--- config.mk ---
export PLATFORM = sky130hd
export DESIGN_NAME = smbus_byte_target
export DESIGN_NICKNAME = d
export VERILOG_FILES = /design/src/rtl/sbt_pkg.sv /design/src/rtl/sbt_pin_sync.sv /design/src/rtl/sbt_ctrl.sv /design/src/rtl/sbt_data.sv /design/src/rtl/smbus_byte_target.sv
export SDC_FILE = /design/constraint.sdc
export NUM_CORES = 2
export LEC_CHECK = 0
export ABC_AREA = 1
export BUFFER_PORTS_ARGS = -buffer_cell sky130_fd_sc_hd__buf_2
export CORE_MARGIN = 8
export CORE_UTILIZATION = 45
export CTS_CLUSTER_SIZE = 20
export DETAILED_ROUTE_END_ITERATION = 10
export GPL_ROUTABILITY_DRIVEN = 0
export PLACE_DENSITY = 0.61
export SLEW_MARGIN = 20
export SYNTH_ARGS = -nofsm -noshare
export SYNTH_HDL_FRONTEND = slang
export SYNTH_HIERARCHICAL = 1
export SYNTH_SLANG_ARGS = --single-unit
--- constraint.sdc ---
create_clock -name clk -period 3.35 [get_ports clk]
set_input_delay 0.5025 -clock clk [delete_from_list [all_inputs] [get_ports clk]]
set_output_delay 0.5025 -clock clk [all_outputs]
set_load 0.01 [all_outputs]
--- src/rtl/sbt_pkg.sv ---
package sbt_pkg;
  localparam int CMD_W  = 8;
  localparam int HALF_N = 2 ** (CMD_W - 1);
  localparam int IDX_W  = CMD_W - 1;

  typedef enum logic [3:0] {
    StIdle,
    StAddr,
    StAckAddr,
    StCmd,
    StAckCmd,
    StWrData,
    StAckData,
    StRdData,
    StRdAck,
    StSkip
  } busState_t;

  typedef struct packed {
    logic shiftIn;
    logic loadPtr;
    logic commitWr;
    logic loadTx;
    logic shiftTx;
  } ctrlStrobe_t;
endpackage

--- src/rtl/sbt_pin_sync.sv ---
module sbt_pin_sync #(
  parameter int STAGES = 2,
  parameter int WIDTH  = 2
) (
  input  logic             clk,
  input  logic             rstN,
  input  logic [WIDTH-1:0] rawIn,
  output logic [WIDTH-1:0] syncOut
);
  for (genvar i = 0; i < WIDTH; i++) begin : g_line
    logic [STAGES-1:0] chain;
    always_ff @(posedge clk or negedge rstN) begin
      if (!rstN) chain <= '1;
      else       chain <= (chain << 1) | STAGES'(rawIn[i]);
    end
    assign syncOut[i] = chain[STAGES-1];
  end
endmodule

--- src/rtl/sbt_ctrl.sv ---
module sbt_ctrl
  import sbt_pkg::*;
(
  input  logic        clk,
  input  logic        rstN,
  input  logic        sclS,
  input  logic        sdaS,
  input  logic        addrHit,
  input  logic        rwBit,
  input  logic        busy,
  input  logic        txMsb,
  output ctrlStrobe_t strobe,
  output logic        sdaOe,
  output busState_t   busState
);
  logic      sclPrev, sdaPrev;
  logic      sclRise, sclFall, startDet, stopDet;
  logic [2:0] bitCnt;
  logic      driveLow, cmdSeen, readDir;
  logic      lastBit;

  always_ff @(posedge clk or negedge rstN) begin
    if (!rstN) begin
      sclPrev <= 1'b1;
      sdaPrev <= 1'b1;
    end else begin
      sclPrev <= sclS;
      sdaPrev <= sdaS;
    end
  end

  assign sclRise  = sclS & ~sclPrev;
  assign sclFall  = ~sclS & sclPrev;
  assign startDet = sclS & sclPrev & sdaPrev & ~sdaS;
  assign stopDet  = sclS & sclPrev & ~sdaPrev & sdaS;
  assign lastBit  = (bitCnt == 3'd7);

  always_comb begin
    strobe          = '0;
    strobe.shiftIn  = sclRise && (busState == StAddr || busState == StCmd || busState == StWrData);
    strobe.loadPtr  = sclRise && busState == StCmd && lastBit;
    strobe.commitWr = sclRise && busState == StWrData && lastBit;
    strobe.loadTx   = sclFall && busState == StAckAddr && driveLow && readDir;
    strobe.shiftTx  = sclFall && busState == StRdData && !lastBit;
  end

  assign sdaOe = driveLow | ((busState == StRdData) & ~txMsb);

  always_ff @(posedge clk or negedge rstN) begin
    if (!rstN) begin
      busState <= StIdle;
      bitCnt   <= '0;
      driveLow <= 1'b0;
      cmdSeen  <= 1'b0;
      readDir  <= 1'b0;
    end else if (stopDet) begin
      busState <= StIdle;
      bitCnt   <= '0;
      driveLow <= 1'b0;
      cmdSeen  <= 1'b0;
    end else if (startDet) begin
      busState <= StAddr;
      bitCnt   <= '0;
      driveLow <= 1'b0;
    end else begin
      case (busState)
        StAddr: if (sclRise) begin
          bitCnt <= bitCnt + 3'd1;
          if (lastBit) begin
            readDir  <= rwBit;
            busState <= (addrHit && !busy && (!rwBit || cmdSeen)) ? StAckAddr : StSkip;
          end
        end
        StCmd: if (sclRise) begin
          bitCnt <= bitCnt + 3'd1;
          if (lastBit) begin
            cmdSeen  <= 1'b1;
            busState <= StAckCmd;
          end
        end
        StWrData: if (sclRise) begin
          bitCnt <= bitCnt + 3'd1;
          if (lastBit) busState <= StAckData;
        end
        StAckAddr, StAckCmd, StAckData: if (sclFall) begin
          if (!driveLow) begin
            driveLow <= 1'b1;
          end else begin
            driveLow <= 1'b0;
            bitCnt   <= '0;
            case (busState)
              StAckAddr: busState <= readDir ? StRdData : StCmd;
              StAckCmd:  busState <= StWrData;
              default:   busState <= StSkip;
            endcase
          end
        end
        StRdData: if (sclFall) begin
          if (lastBit) busState <= StRdAck;
          else         bitCnt   <= bitCnt + 3'd1;
        end
        StRdAck: if (sclRise) busState <= StSkip;
        default: ;
      endcase
    end
  end
endmodule

--- src/rtl/sbt_data.sv ---
module sbt_data
  import sbt_pkg::*;
#(
  parameter logic [6:0] TARGET_ADDR = 7'h50,
  parameter int         BUSY_CYCLES = 2_500_000
) (
  input  logic             clk,
  input  logic             rstN,
  input  logic             sdaS,
  input  ctrlStrobe_t      strobe,
  input  logic             romLoadEn,
  input  logic [IDX_W-1:0] romLoadAddr,
  input  logic [7:0]       romLoadData,
  output logic             addrHit,
  output logic             rwBit,
  output logic             busy,
  output logic             txMsb,
  output logic             ptrMsb
);
  localparam int BUSY_W = $clog2(BUSY_CYCLES + 1);

  logic [7:0]       rxReg, txReg, nextByte;
  logic [CMD_W-1:0] ptr;
  logic [BUSY_W-1:0] busyCnt;
  logic [7:0]       infoMem    [HALF_N];
  logic [7:0]       scratchMem [HALF_N];
  logic             scratchWe;
  logic [7:0]       rdByte;

  assign nextByte  = {rxReg[6:0], sdaS};
  assign addrHit   = (nextByte[7:1] == TARGET_ADDR);
  assign rwBit     = nextByte[0];
  assign scratchWe = strobe.commitWr & ptr[CMD_W-1];
  assign rdByte    = ptr[CMD_W-1] ? scratchMem[ptr[IDX_W-1:0]] : infoMem[ptr[IDX_W-1:0]];
  assign busy      = (busyCnt != '0);
  assign txMsb     = txReg[7];
  assign ptrMsb    = ptr[CMD_W-1];

  always_ff @(posedge clk or negedge rstN) begin
    if (!rstN) begin
      rxReg <= '0;
      txReg <= '1;
      ptr   <= '0;
    end else begin
      if (strobe.shiftIn) rxReg <= nextByte;
      if (strobe.loadPtr) ptr   <= nextByte;
      if (strobe.loadTx)       txReg <= rdByte;
      else if (strobe.shiftTx) txReg <= {txReg[6:0], 1'b1};
    end
  end

  always_ff @(posedge clk or negedge rstN) begin
    if (!rstN) busyCnt <= '0;
    else if (scratchWe) busyCnt <= BUSY_W'(BUSY_CYCLES);
    else if (busy) busyCnt <= busyCnt - 1'b1;
  end

  always_ff @(posedge clk or negedge rstN) begin
    if (!rstN) begin
      for (int i = 0; i < HALF_N; i++) scratchMem[i] <= '0;
    end else if (scratchWe) begin
      scratchMem[ptr[IDX_W-1:0]] <= nextByte;
    end
  end

  always_ff @(posedge clk or negedge rstN) begin
    if (!rstN) begin
      for (int i = 0; i < HALF_N; i++) infoMem[i] <= '0;
    end else if (romLoadEn) begin
      infoMem[romLoadAddr] <= romLoadData;
    end
  end
endmodule

--- src/rtl/smbus_byte_target.sv ---
module smbus_byte_target
  import sbt_pkg::*;
#(
  parameter logic [6:0] TARGET_ADDR = 7'h50,
  parameter int         BUSY_CYCLES = 2_500_000,
  parameter int         SYNC_STAGES = 2
) (
  input  logic       clk,
  input  logic       rstN,
  input  logic       sclIn,
  input  logic       sdaIn,
  output logic       sdaOut,
  output logic       sdaOe,
  input  logic       romLoadEn,
  input  logic [6:0] romLoadAddr,
  input  logic [7:0] romLoadData
);
  logic        sclS, sdaS;
  logic        addrHit, rwBit, busy, txMsb, ptrMsb;
  ctrlStrobe_t strobe;
  busState_t   busState;

  assign sdaOut = 1'b0;

  sbt_pin_sync #(.STAGES(SYNC_STAGES), .WIDTH(2)) i_sync (
    .clk(clk), .rstN(rstN), .rawIn({sclIn, sdaIn}), .syncOut({sclS, sdaS})
  );

  sbt_ctrl i_ctrl (
    .clk(clk), .rstN(rstN), .sclS(sclS), .sdaS(sdaS),
    .addrHit(addrHit), .rwBit(rwBit), .busy(busy), .txMsb(txMsb),
    .strobe(strobe), .sdaOe(sdaOe), .busState(busState)
  );

  sbt_data #(.TARGET_ADDR(TARGET_ADDR), .BUSY_CYCLES(BUSY_CYCLES)) i_data (
    .clk(clk), .rstN(rstN), .sdaS(sdaS), .strobe(strobe),
    .romLoadEn(romLoadEn), .romLoadAddr(romLoadAddr), .romLoadData(romLoadData),
    .addrHit(addrHit), .rwBit(rwBit), .busy(busy), .txMsb(txMsb), .ptrMsb(ptrMsb)
  );
endmodule

# Yosys cells after proc, flatten, opt, wreduce, memory -nomap -nowiden
# Cells that the tools add are included.
totals:
  ff_bits: 2109
  inputBits: 20
  output_inout_bits: 2
  wordCells: 409
classes:
  n_addsub: 2
  order_cmp: 4
  n_eq_ne: 24
  mux: 52
  n_bitwise: 21
  reduce_logical: 37
ops:
  columns: ["op", "count"]
  rows:
  - ["$bwmux W1024", 2]
  - ["$bmux W8 S7", 2]
  - ["$demux W8 S7", 2]
  - ["$mux W8", 9]
  - ["$mux W4", 14]
  - ["$ne A4 B1 Y1 const B", 12]
  - ["$mux W22", 2]
  - ["$mux W3", 8]
  - ["$pmux W4 S6", 1]
  - ["$reduce_bool A22 Y1", 1]
  - ["$sub A22 B1 Y22 const B", 1]
  - ["$eq A4 B3 Y1 const B", 4]
  - ["$ge A8 B8 Y1 const B", 2]
  - ["$lt A8 B1 Y1 const B", 2]
  - ["$not A7 Y8", 2]
  - ["$logic_and A1 B1 Y1", 14]
  - ["$reduce_and A12 Y1", 1]
  - ["$mux W1", 10]
  - ["$reduce_bool A2 Y1", 5]
  - ["$and A1 B1 Y1", 9]
  - ["$pmux W3 S3", 1]
  - ["$eq A4 B2 Y1 const B", 2]
  - ["$pmux W4 S2", 1]
  - ["$reduce_bool A8 Y1", 1]
  - ["other kinds (19)", 32]

# Longest topological paths before layout
logic_depth:
  depth_word: 10
  ltp_mapped: 20

# Hierarchy
# Netlist, hierarchy kept.
by_module_without_submodules:
  columns: ["mod", "instances", "cells_per_inst", "area_each_um2"]
  rows:
  - ["sbt_data", 1, 12340, 96923.0]
  - ["sbt_ctrl", 1, 134, 898.4]
  - ["sbt_pin_sync", 1, 6, 120.1]
  - ["smbus_byte_target", 1, 2, 11.3]

# Least setup slack after synthesis
# OpenSTA, ideal clock, no wires.
synth_path:
  path_type: "register to register"
  startpoint: "register i_sync.g_line[1].chain[1]"
  endpoint: "register i_data/scratchMem[805] (netlist bit)"
  setup_ns: 0.133
  arrival_time_ns: 2.522
  setup_slack_ns: 0.695
  stages_incl_launch_ff: 15
  n_path_buf: 4
  path_cell_list: "dfstp_2 > buf_4 > inv_1 > or2_2 > nor2_1 > inv_1 > nor2_1 > nand2_2 > buf_2 > nor3_2 > buf_2 > nand2_1 > clkbuf_1 > nand2_1 > o21ai_0"
synth_lines:
  columns: ["item", "line", "text"]
  rows:
  - ["start: declaration", "sbt_pin_sync.sv:11", "logic [STAGES-1:0] chain;"]
  - ["start signal: assignment", "sbt_pin_sync.sv:14", "else chain <= (chain << 1) | STAGES'(rawIn[i]);"]
  - ["end signal: indexed assignment", "sbt_data.sv:62", "scratchMem[ptr[IDX_W-1:0]] <= nextByte;"]
  - ["end: declaration", "sbt_data.sv:26", "logic [7:0] scratchMem [HALF_N];"]

# Final worst setup path
layout_path:
  startpoint: "register i_data.ptr[0]"
  endpoint: "register i_data.txReg[2]"
layout_between:
  elab_chain_len: 6
  word_cells_on_any_way: 9
  classes_between: "8 x mux; 1 x bitwise"
layout_lines:
  columns: ["item", "line", "text"]
  rows:
  - ["start: declaration", "sbt_data.sv:23", "logic [CMD_W-1:0] ptr;"]
  - ["start signal: assignment", "sbt_data.sv:46", "if (strobe.loadPtr) ptr <= nextByte;"]
  - ["$not A7 Y8 (not written as such) *", "sbt_data.sv:34", "assign rdByte = ptr[CMD_W-1] ? scratchMem[ptr[IDX_W-1:0]] : infoMem[ptr[IDX_W-1:0]];"]
  - ["$bmux W8 S7", "sbt_data.sv:34", null]
  - ["$mux W8 (not written as such) (2 in series)", "sbt_data.sv:34", null]
  - ["$mux W8 *", "sbt_data.sv:34", null]
  - ["$mux W8 *", "sbt_data.sv:47", "if (strobe.loadTx) txReg <= rdByte;"]
  - ["end signal: assignment", "sbt_data.sv:47", null]
  - ["end signal: assignment", "sbt_data.sv:48", "else if (strobe.shiftTx) txReg <= {txReg[6:0], 1'b1};"]
  - ["end: declaration", "sbt_data.sv:22", "logic [7:0] rxReg, txReg, nextByte;"]
# Every way passes the cells marked *; elsewhere a longest branch is shown, timed or not. The select of a mux whose other input is x is not followed.
# A chain may end at the register's enable or synchronous reset.

==> summary.md <==
The remaining routing DRC violations was 0; the fraction of registers with async set/reset was 1.00. Entering global routing, the biggest net connects 130 pins. The synthesized design contains 2,109 register bits. At the pin with the least slew margin, the transition time is 1120 ps.

The switching fraction of total power is 0.291, and the final HPWL from detailed placement is 196 mm. Tracing the worst setup path back leads to its startpoint at i_data/ptr[0]. The die height is 483 µm, and the part of the cycle the worst path needs is 0.949.

After synthesis, the netlist uses 43 different library cells. Cell area reported after detailed placement: 102,000 µm². In the final routed layout, each cell accounts on average for 20.8 µm.

During I/O placement, the number of pins put on the boundary was 22. Startpoint of the worst register-to-register path: i_data/ptr[0]. The cell depth of the worst flop-to-flop path is 15, and the count of endpoints failing setup in the final report is 0. The number of flops mapped to enable cells by yosys works out to 0. Of all nets on the critical path, the largest fanout is 62. The H-tree was split into 4 levels. The run gives 12.5k as the cell count after synthesis. The tools report the critical path capture point type as a flop. The total clock buffers created by CTS was 224. Data on the critical path is required at its endpoint by 4150 ps. Part of the total power dissipated in the clock network: 0.403.

The run gives 12.3k as the number of nets at the end of the flow. The run gives 0.452 as the starting utilization of the core area. The aggregate global routing overflow is 0. After filler insertion, the fill cell instance count of the layout stands at 20.6k. Based on the critical path, the design can be clocked at up to 314 MHz.

Area overhead of the layout relative to synthesis: 12.3%. Setup repair after global routing left no endpoint under its margin. The first-iteration detailed-routing DRC count came out at 9,762. The run gives 50.8 nW as the leakage component of the power.

The run gives 79.8k as the via count of the first global-routing pass. For this design the ratio of total power to cell area is 581 nW/µm². TritonCTS built the clock tree. The tool flagged a number of max-cap violations equal to 0. The cell area that synthesis handed to floorplanning was 98,000 µm². After detailed routing, the total wire length is 317 mm.

Across the VDD grid, the largest voltage drop is 954 µV. The internal portion of the total power is 45.3 mW. The completed layout was analyzed and its total power is 64.0 mW. Final critical-path required period: 3180 ps. The number of max-slew violations in the final report was 0; the die area was 233,000 µm². The tools report the initial antenna violation count as 12.

The run gives 0 as the post-CTS setup repair buffer count. The routed layout has 84.3k vias. A synthesized cell averages 7.85 µm².

Fraction of the yosys area taken by sequential cells: 0.539. From left edge to right edge, the die measures 483 µm. On the final layout, the worst clock skew is 28.0 ps. No sink is reached through more buffers than the 3 on the longest clock path.

The logs give 12.5k for the number of nets produced by synthesis and 110,000 µm² for the cell area after layout. For the combinational share of power, the log shows 0.163. The clock reaches the later pin of the worst-skew pair after 890 ps. The first TritonRoute pass finished after 8 iterations. The logs give 490 mm for the global-route wire length before repair and 0.269 for the overall routing resource usage. The logs give 6 for the number of warning messages in the yosys log and 0.257 for the normalized max-slew margin. The endpoint identified for the worst register-to-register timing path is i_data/txReg[2].

The floorplan has 171 rows. The total number of clock tree sinks came out at 2,109. The analysis attributes to net switching a power of 18.6 mW. The via density per instance was 5.51; the count of buffers inserted at the top-level ports was 20.

Across all register-to-register paths, the minimum setup slack is 170 ps. STA puts the critical path data arrival time at 3980 ps. Kind of launch point of the worst setup path: a flop.

The tools report the number of routed nets with antenna violations as 0. The run gives 0 as the number of hold-slack violations in the final timing report. The worst min-delay path class was in2reg.

The critical path ends at i_data/txReg[2]. The flow ran to the end, and the final reports show no timing, DRC or antenna violations. The commonest register cell after synthesis was sky130_fd_sc_hd__dfrtp_1. The proportion of layout cells with a drive suffix above 1 is 0.0891. For the fraction of power consumed by sequential logic, the log shows 0.434. The floorplan step defined a core boundary enclosing 217,000 µm². After clock tree synthesis, the clock-pin slew on the worst setup and hold paths is 60 ps.

The tools report the clock root buffer as sky130_fd_sc_hd__clkbuf_16. By startpoint and endpoint, the worst setup path is classified as reg2reg.
cells by family (layout without fill, tap and decap cells):
| group | after synthesis | count (layout) | synth area share |
|---|---|---|---|
| buffers and inverters | 1558 | 1513 | 0.0645 |
| AND/OR/NAND/NOR | 5831 | 5831 | 0.237 |
| adder cells (fa/ha/maj) | 4 | 4 | 0.000511 |
| flip-flops | 2109 | 2109 | 0.539 |
| other | 1 | 6 | 0.0000383 |
| AO/OA/AOI/OAI | 2979 | 2979 | 0.159 |
state kept, by name, indices dropped and copies added, names as in the netlist, 3 cells and up:
name and count:
i_ctrl/bitCnt 3, i_data/busyCnt 22, i_data/scratchMem 1024, i_data/ptr 8
i_data/infoMem 1024, i_data/txReg 8, i_data/rxReg 7, i_ctrl/busState 4
i_sync/g_line.chain 4
per-layer routing:
layer,vias to the layer above,track usage,share of wire
met5,-,0,0.000044
met4,2,0.0931,0.036
met3,584,0.0541,0.090
met2,3494,0.412,0.44
met1,40700,0.383,0.43
li1,39600,-,-
power by group through the flow:
stage | Sequential [mW] | Clock, mW | Combinational (mW)
floorplan | 28.1 | 0 | 7.95
global placement | 28.1 | 0 | 10.2
detailed placement | 28.2 | 0 | 10.3
CTS | 27.7 | 26.3 | 10.4
global route | 27.9 | 27.3 | 11.3
finish | 27.7 | 25.8 | 10.4
worst max-delay path, stage by stage (launching register included):
cell and delay [ps]:
sky130_fd_sc_hd__dfrtp_4 550, sky130_fd_sc_hd__buf_12 230, sky130_fd_sc_hd__buf_12 290, sky130_fd_sc_hd__buf_4 260, sky130_fd_sc_hd__nand2_1 70, sky130_fd_sc_hd__o211ai_1 90, sky130_fd_sc_hd__nand2_1 120, sky130_fd_sc_hd__o21ai_0 440
sky130_fd_sc_hd__buf_4 200, sky130_fd_sc_hd__nand3_1 110, sky130_fd_sc_hd__nand2_1 80, sky130_fd_sc_hd__inv_1 40, sky130_fd_sc_hd__nor2_1 210, sky130_fd_sc_hd__nand2_1 160, sky130_fd_sc_hd__nand3_1 100, sky130_fd_sc_hd__a21oi_1 60
layout by cell type (no fill, tap or decap), types with 183 or more instances in the layout:
cell type	count
sky130_fd_sc_hd__o211ai_1	233
sky130_fd_sc_hd__or2_2	183
sky130_fd_sc_hd__dfrtp_1	2092
sky130_fd_sc_hd__inv_1	645
sky130_fd_sc_hd__nand2_1	4031
sky130_fd_sc_hd__o21ai_0	2468
sky130_fd_sc_hd__clkbuf_16	228
sky130_fd_sc_hd__nand3_1	305
sky130_fd_sc_hd__buf_4	299
sky130_fd_sc_hd__nor2_1	1179
synthesized netlist by cell type, types with 4 or more instances:
library cell,count,area (µm²)
sky130_fd_sc_hd__inv_1,663,2490
sky130_fd_sc_hd__nor3_1,23,115
sky130_fd_sc_hd__o21ai_0,2468,12400
sky130_fd_sc_hd__nand2_1,4032,15100
sky130_fd_sc_hd__dfstp_2,14,368
sky130_fd_sc_hd__or2_2,183,1140
sky130_fd_sc_hd__buf_4,24,180
sky130_fd_sc_hd__nand4_1,13,81.3
sky130_fd_sc_hd__clkinv_1,6,22.5
sky130_fd_sc_hd__nand3_1,305,1530
sky130_fd_sc_hd__buf_1,25,93.8
sky130_fd_sc_hd__nor3_2,11,110
sky130_fd_sc_hd__nor4_1,4,25.0
sky130_fd_sc_hd__buf_6,7,78.8
sky130_fd_sc_hd__o211ai_1,233,1750
sky130_fd_sc_hd__o22ai_1,27,169
sky130_fd_sc_hd__nor4_4,8,170
sky130_fd_sc_hd__nor2_1,1185,4450
sky130_fd_sc_hd__nor2_2,12,75.1
sky130_fd_sc_hd__o21ai_1,178,891
sky130_fd_sc_hd__dfrtp_1,2095,52400
sky130_fd_sc_hd__clkbuf_1,561,2110
sky130_fd_sc_hd__inv_2,8,30.0
sky130_fd_sc_hd__a21oi_1,64,320
sky130_fd_sc_hd__buf_2,262,1310
sky130_fd_sc_hd__nand2_2,45,282
sky130_fd_sc_hd__nor2_4,4,45.0
sky130_fd_sc_hd__ha_1,4,50.1
cell type report:
class | count | area (µm²) | area share
flip-flops and latches | 2109 | 52800 | 0.480
multi-input cells | 8815 | 38900 | 0.354
clock buffers | 351 | 6940 | 0.0631
repair buffers | 420 | 4340 | 0.0395
well taps | 2854 | 3570 | 0.0325
inverters | 678 | 2600 | 0.0237
clock inverters | 64 | 805 | 0.00731
diodes | 5 | 12.5 | 0.000114
worst min path at each step:
| stage | start | cells past startpoint | slack [ps] | endpoint |
|---|---|---|---|---|
| after floorplan | rstN | 0 | 210 | i_ctrl/bitCnt[0] |
| after global placement | i_sync/g_line[1].chain[1] | 0 | 370 | i_ctrl/sclPrev |
| after detailed placement | i_sync/g_line[1].chain[1] | 0 | 370 | i_ctrl/sclPrev |
| after CTS | romLoadData[2] | 3 | 20 | i_data/infoMem[570] |
| after global routing | romLoadData[2] | 3 | 60 | i_data/infoMem[570] |
| final | romLoadData[0] | 3 | 100 | i_data/infoMem[568] |
through the flow:
step | worst slack (ps) | instances | hold slack, ps | utilization | setup TNS [ps]
after floorplan | 695 | 12500 | 207 | - | 0
after global placement | -16.3 | 14900 | 368 | 0.472 | -16.3
after detailed placement | -29.5 | 14900 | 367 | 0.472 | -29.5
after CTS | 54.1 | 15300 | 20.5 | 0.507 | 0
after global routing | 18.7 | 15300 | 62.6 | 0.508 | 0
final | 170 | 15300 | 95.7 | 0.508 | 0
what timing repair did:
item	4_1_cts	5_1_grt
resized for setup	1	1
endpoints found under the setup margin	1	63
hold endpoints to repair	48	0
hold buffers	4	0
No activity file was read; power rests on OpenSTA's default activity.
